### src/rtl/pgwr_buf.sv
module pgwr_buf #(
  parameter int ADDR_W = 8,
  parameter int COL_W  = 4,
  parameter int DATA_W = 8
) (
  input  logic              clk,
  input  logic              rst_n,
  input  logic              start,
  input  logic [ADDR_W-1:0] start_addr,
  input  logic              byte_vld,
  input  logic [DATA_W-1:0] byte_data,
  input  logic              abort,
  input  logic              commit,
  output logic              mem_we,
  output logic [ADDR_W-1:0] mem_addr,
  output logic [DATA_W-1:0] mem_wdata,
  output logic              busy,
  output logic              done,
  output logic [ADDR_W-1:0] final_addr
);
  localparam int PAGE_W = ADDR_W - COL_W;
  localparam int DEPTH  = 1 << COL_W;

  typedef enum logic [1:0] {S_IDLE, S_LOAD, S_FLUSH} st_t;

  st_t               st;
  logic [PAGE_W-1:0] page_q;
  logic [COL_W-1:0]  col_q, scan_q;
  logic [DEPTH-1:0]  dirty_q;
  logic [DATA_W-1:0] data_q [DEPTH];
  logic              has_data, done_q;
  logic [ADDR_W-1:0] fin_q;

  wire in_load = (st == S_LOAD);
  wire accept  = in_load && byte_vld && !abort && !commit && !start;

  always_ff @(posedge clk or negedge rst_n) begin
    if (!rst_n) begin
      st       <= S_IDLE;
      page_q   <= '0;
      col_q    <= '0;
      scan_q   <= '0;
      dirty_q  <= '0;
      has_data <= 1'b0;
      done_q   <= 1'b0;
      fin_q    <= '0;
    end else begin
      done_q <= 1'b0;
      case (st)
        S_IDLE: if (start) begin
          st       <= S_LOAD;
          page_q   <= start_addr[ADDR_W-1:COL_W];
          col_q    <= start_addr[COL_W-1:0];
          dirty_q  <= '0;
          has_data <= 1'b0;
        end
        S_LOAD: begin
          if (abort) begin
            st      <= S_IDLE;
            dirty_q <= '0;
          end else if (commit) begin
            if (has_data) begin
              st     <= S_FLUSH;
              scan_q <= '0;
              fin_q  <= {page_q, col_q};
            end else begin
              st      <= S_IDLE;
              dirty_q <= '0;
            end
          end else if (start) begin
            page_q   <= start_addr[ADDR_W-1:COL_W];
            col_q    <= start_addr[COL_W-1:0];
            dirty_q  <= '0;
            has_data <= 1'b0;
          end else if (byte_vld) begin
            dirty_q[col_q] <= 1'b1;
            col_q          <= col_q + 1'b1;
            has_data       <= 1'b1;
          end
        end
        S_FLUSH: begin
          scan_q <= scan_q + 1'b1;
          if (scan_q == COL_W'(DEPTH - 1)) begin
            st      <= S_IDLE;
            done_q  <= 1'b1;
            dirty_q <= '0;
          end
        end
        default: st <= S_IDLE;
      endcase
    end
  end

  always_ff @(posedge clk) begin
    if (accept) data_q[col_q] <= byte_data;
  end

  assign busy       = (st == S_FLUSH);
  assign mem_we     = busy && dirty_q[scan_q];
  assign mem_addr   = {page_q, scan_q};
  assign mem_wdata  = data_q[scan_q];
  assign done       = done_q;
  assign final_addr = fin_q;

  AST_COL_WRAP: assert property (@(posedge clk) disable iff (!rst_n)
    (accept && col_q == '1) |=> (col_q == '0 && $stable(page_q)));
  AST_ABORT_DISCARD: assert property (@(posedge clk) disable iff (!rst_n)
    (in_load && abort) |=> (!busy && !mem_we));
  AST_EMPTY_COMMIT: assert property (@(posedge clk) disable iff (!rst_n)
    (in_load && commit && !abort && !has_data) |=> !busy);
  AST_WRITE_IN_PAGE: assert property (@(posedge clk) disable iff (!rst_n)
    mem_we |-> (mem_addr[ADDR_W-1:COL_W] == fin_q[ADDR_W-1:COL_W]));
  AST_DONE_ENDS_BUSY: assert property (@(posedge clk) disable iff (!rst_n)
    done |-> (!busy && $past(busy)));
  AST_BUSY_FROZEN: assert property (@(posedge clk) disable iff (!rst_n)
    (busy && $past(busy)) |-> ($stable(fin_q) && $stable(page_q)));
endmodule

### config.mk
export PLATFORM = sky130hd
export DESIGN_NAME = pgwr_buf
export DESIGN_NICKNAME = d
export VERILOG_FILES = /design/src/rtl/pgwr_buf.sv
export SDC_FILE = /design/constraint.sdc
export NUM_CORES = 1
export LEC_CHECK = 0
export BUFFER_PORTS_ARGS = -buffer_cell sky130_fd_sc_hd__buf_2
export CAP_MARGIN = 10
export CORE_ASPECT_RATIO = 2
export CORE_MARGIN = 2
export CORE_UTILIZATION = 28
export CTS_BUF_LIST = sky130_fd_sc_hd__clkbuf_4
export DETAILED_ROUTE_END_ITERATION = 10
export HOLD_SLACK_MARGIN = 0.06
export PLACE_DENSITY_LB_ADDON = 0.12
export SLEW_MARGIN = 20
export SYNTH_ARGS = -nofsm -noshare
export SYNTH_HDL_FRONTEND = slang
export SYNTH_SLANG_ARGS = --single-unit
### constraint.sdc
create_clock -name clk -period 2.1 [get_ports clk]
set_clock_uncertainty 0.05 [all_clocks]
set_input_delay 0.63 -clock clk [delete_from_list [all_inputs] [get_ports clk]]
set_output_delay 0.63 -clock clk [all_outputs]
set_load 0.03 [all_outputs]
== Word level (Yosys, flattened, before mapping) ==
Memories as Yosys holds them, arrays and structs flattened.
Index checks and enable logic that the tools add are counted.

* Register bits: 40
* Memory bits (writable): 128
* Input bits: 22
* Output and inout bits: 27
* Word-level logic and storage cells: 90
* Memories kept: 1

* $add $sub $neg: 2
* $lt $le $gt $ge: 3
* Equal/unequal tests: 13
* Multiplexer cells: 42
* Bitwise logic cells: 2
* Reduce and logical (&&, ||, !) cells: 19

{| class="wikitable"
|+ Memories
! name !! depth !! width !! read ports !! clocked after memory_dff !! wr ports !! line !! text
|-
| data_q || 16 || 8 || 1 || 0 || 1 || 30 || <nowiki>logic [DATA_W-1:0] data_q [DEPTH];</nowiki>
|}

{| class="wikitable"
|+ Operators with widths
! operator !! number
|-
| 2-to-1 mux 16 bit || 7
|-
| case mux 16 bit (3 select lines) || 1
|-
| 2-to-1 mux 4 bit || 11
|-
| case mux 4 bit (2 select lines) || 3
|-
| bitwise OR 16 bit || 1
|-
| 2-to-1 mux 1 bit || 11
|-
| less-than comparator 4 x 5 -> 1 bit, second input constant || 2
|-
| 2-to-1 mux 2 bit || 5
|-
| inequality test 2 bit, second input constant || 5
|-
| AND reduction 5 bit || 2
|-
| adder 4 x 1 -> 4 bit, second input constant || 2
|-
| AND reduction 4 bit || 2
|-
| logical AND 1 bit || 6
|-
| inequality test 3 bit, second input constant || 2
|-
| case mux 2 bit (3 select lines) || 1
|-
| AND reduction 3 bit || 2
|-
| inequality test 5 bit, second input constant || 1
|-
| binary-select mux 1 bit (select 4 bit) || 1
|-
| demux 1 bit (select 4 bit) || 1
|-
| == test 4 bit, second input constant || 1
|-
| >= comparator 4 x 1 -> 1 bit, second input constant || 1
|-
| inequality test 4 bit, second input constant || 1
|-
| nonzero test 2 bit || 2
|-
| logical NOT 1 bit || 3
|-
| other kinds (7) || 7
|}

== Logic depth before layout (Yosys ltp) ==
* Depth after elaboration: 10
* Gate-level depth with buffers: 7
* Depth with buffers taken out: 5

== Worst setup path after synthesis ==
OpenSTA, ideal clock, no wires.

* Kind: flip-flop to output port
* Start point: reg scan_q[0]
* End point: out mem_wdata[3]
* Data arrival time: 1.848 ns
* Required time: 1.420 ns
* Setup slack: -0.428 ns
* Cell stages (with the launch flop): 7
* Path buffers: 2
* Cell sequence: dfrtp_1 -> buf_6 -> buf_12 -> mux4_1 -> nand2_1 -> and3_1 -> a31oi_1

* Longest elaborated chain between the ends: 1

{| class="wikitable"
|+ RTL lines
! element !! line !! text
|-
| start, declared || 28 || <nowiki>logic [COL_W-1:0] col_q, scan_q;</nowiki>
|-
| start signal, assigned || 82 || <nowiki>scan_q <= scan_q + 1'b1;</nowiki>
|-
| memory read (16 x 8 bit) || -- ||
|-
| end, declared || 16 || <nowiki>output logic [DATA_W-1:0] mem_wdata,</nowiki>
|}

Every way passes these cells.

== Worst setup path after layout ==
* Start point: reg scan_q[0]
* End point: out mem_wdata[4]

Same word-level chain as after synthesis.

==> impl_metrics.yaml <==
timing:
  finalHoldViolCount: 0
  min_period_over_period_pct: 142.0
  setup_viol: 12
  hold_slack_ps: 193.1
  period_minus_slack_ps: 2983
  fmax_mhz: 335.2
  worst_slew_pin_slew_ps: 611.8
  tns_ps: -7931
  drv_slew: 0
  setup_ws_ps: -883.0
  slew-limit-headroom_pct: 59.21
  rsz0062_at_grt: "yes"
clock_network:
  root_buffer: "clkbuf_4"
  clkSinkCount: 168
  ctsHtreeMaxLevel: 4
  max-clock-path-buffers: 2
  clock_latency_ps: 610
  numCtsBuffers: 17
  clkSlewWorstSetupHoldPaths_ps: 150
  tritoncts: "done"
outcome:
  outcome: "finished, violations left"
  violations: "negative setup slack"
yosys:
  yosys_register_bits: 168
  syn_area_per_cell_um2: 17.07
  async_flop_share_pct: 23.81
  synth_area_leader_cell: "edfxtp_1"
  syn_nets: 433
  syn_area_um2: 6929
  synth.area.top_cells: "edfxtp_1 (55%), dfrtp_1 (14%), mux4_2 (9.1%)"
  ys_types: 41
  yosys_warnings: 0
  syn_inst: 406
  synth_enable_flop_cells: 128
  yosys.area.top_type_share_pct: 55.47
  synth_flop_cell: "edfxtp_1"
  yosysSeqAreaShare_pct: 69.92
placed_design:
  place_ws_ps: -343.8
  dpl.hpwl_mm: 12.99
  post_dp_cell_area_um2: 8093
  gp_congestion: 0.7547
  placedCellCount: 830
  port_buffers: 48
drt:
  vias: 4126
  ant_nets: 0
  viasPerCell: 4.657
  drtIter0Drc: 189
  routed_wl_mm: 18.55
  drtPass1Iterations: 4
  drcViolationCount: 0
  wire_per_inst_um: 20.93
global_routing:
  grt_antenna_before_repair: 1
  grt_max_degree: 20
  grt_usage_pct: 15.25
  grt_pass1_wl_mm: 27.75
  grt.overflow.total: 0
  grt_pass1_vias: 4410
job:
  maxCapViolCount: 0
setup_path:
  start_kind: "flip-flop"
  cp_slowest_cell: "mux4_2"
  r2r_setup_slack_ps: 80
  end_kind: "output port"
  criticalPathCategory: "flip-flop to output port"
  crit_arrival_ps: 2300
  cp_num_buf_inv: 4
  cp_cell_sequence: "buf_12 > buf_12 > mux4_2 > o22ai_2 > buf_6 > nor2_4 > buf_6"
  crit_family: "buffers and inverters"
  cp_max_fo: 7
  required_ps: 1420
  cpPeakStageDelay_ps: 510
die:
  rows: 81
  initial_utilization_pct: 28.37
  core_area_um2: 24420
  die_h_um: 226.5
  dieArea_um2: 26100
  io_pins: 49
  die_w_um: 115.2
pwr:
  ir_drop_mv: 0.3672
  power_density_nw_per_um2: 1214
  power.leakage_nw: 3.285
  totalPowerFinal_mw: 10.83
cells_and_area:
  drive_above_1_share_pct: 46.84
  fin_util_pct: 36.50
  fin_area_um2: 8916
  multiInputGateArea_um2: 2116
  syn_to_final_growth_pct: 28.67
  seq_area_um2: 4850
  nNetsFinal: 567
  nFillCells: 2355
  stdcell_count: 886
hold_path:
  hp-class: "primary input to flip-flop"
[synthesized netlist by cell type (3+ instances only)]
master,number
mux4_1,6
edfxtp_1,128
mux2_2,12
a41oi_1,16
and2_1,4
buf_4,3
nor2b_1,3
o21ai_0,8
mux4_2,28
and3_1,4
nand2_1,23
inv_1,4
nor3_1,5
o22ai_1,12
dfrtp_1,40
buf_2,12
a21oi_1,7
nand3_1,6
ha_1,5
nor2_1,43
nand2b_1,4
mux2i_1,5
[per-layer routing]
metal  track usage [%]  part of all wire [%]  vias up
li1                  -                     -     1868
met2             29.91                    59       80
met5                 0                     0        -
met1             15.33                    36     2159
met4             5.597                   2.0        0
met3             3.128                   3.0       19
[report_power, final]
| group | total [mW] | internal, mW | switching, mW |
|---|---|---|---|
| Clock | 2.17 | 0.877 | 1.30 |
| Sequential | 3.88 | 3.71 | 0.162 |
| Combinational | 4.78 | 2.42 | 2.36 |
[worst reg2reg max path, cell delays in order (launching register included)]
cell and delay (ps):
dfrtp_2 460, buf_4 150, nor3b_2 190, and3_2 290, nand2_1 190, nor2_2 250
buf_4 190
[final timing paths]
| kind | from | to | depth (start not counted) |
|---|---|---|---|
| min in group asynchronous | rst_n | final_addr[3] | 2 |
| setup reg to reg | st[1] | data_q[12][5] | 6 |
| hold / removal | start_addr[5] | page_q[1] | 2 |
| max in group asynchronous | rst_n | dirty_q[14] | 3 |
| hold reg to reg | has_data | has_data | 1 |
| setup / recovery | scan_q[0] | mem_wdata[4] | 7 |
[cells by family (layout without fill, tap and decap cells)]
group / count (synthesis) / after routing / synth area share, %
flip-flops: 168 / 168 / 69.92
AND/OR/NAND/NOR: 99 / 99 / 6.663
AO/OA/AOI/OAI: 54 / 54 / 5.579
multiplexers: 52 / 52 / 14.21
buffers and inverters: 26 / 173 / 2.474
adder cells (fa/ha/maj): 5 / 5 / 0.9029
XOR/XNOR: 2 / 2 / 0.2528
other: 0 / 1 / 0
[cell type report]
| cell class | instances | share of cell area, % |
|---|---|---|
| inverters | 5 | 0.2386 |
| repair buffers | 136 | 13.13 |
| clock inverters | 15 | 2.386 |
| diodes | 1 | 0.02807 |
| clock buffers | 17 | 1.431 |
| flip-flops and latches | 168 | 54.39 |
| multi-input cells | 212 | 23.73 |
| well taps | 332 | 4.659 |
[state kept, by name, summed over array words and instances (netlist names)]
name / cells
col_q: 4
has_data: 1
final_addr: 8
st: 2
done: 1
page_q: 4
data_q: 128
scan_q: 4
dirty_q: 16
[layout by cell type (no fill, tap or decap), drive strengths merged, types with 2 or more instances in the layout]
cell type and count:
a21o 2, a21oi 7, a31oi 2, a41oi 16, and2 4, and3 4, buf 134, bufinv 3
clkbuf 17, clkinv 5, clkinvlp 2, dfrtp 40, edfxtp 128, ha 5, inv 10, mux2 13
mux2i 5, mux4 34, nand2 23, nand2b 5, nand3 6, nor2 43, nor2b 3, nor3 5
nor3b 2, o2111ai 2, o21ai 10, o22ai 13, xnor2 2
[timing repair]
action / 4_1_cts / 5_1_grt
buffers inserted: 17 / 4
pin swaps: 6 / 5
hold endpoints to repair: 17 / 0
cloned: 1 / 0
endpoints found under the setup margin: 38 / 16
resized for setup: 65 / 14
hold buffers: 1 / 0
Power figures use the tool's default switching activity.
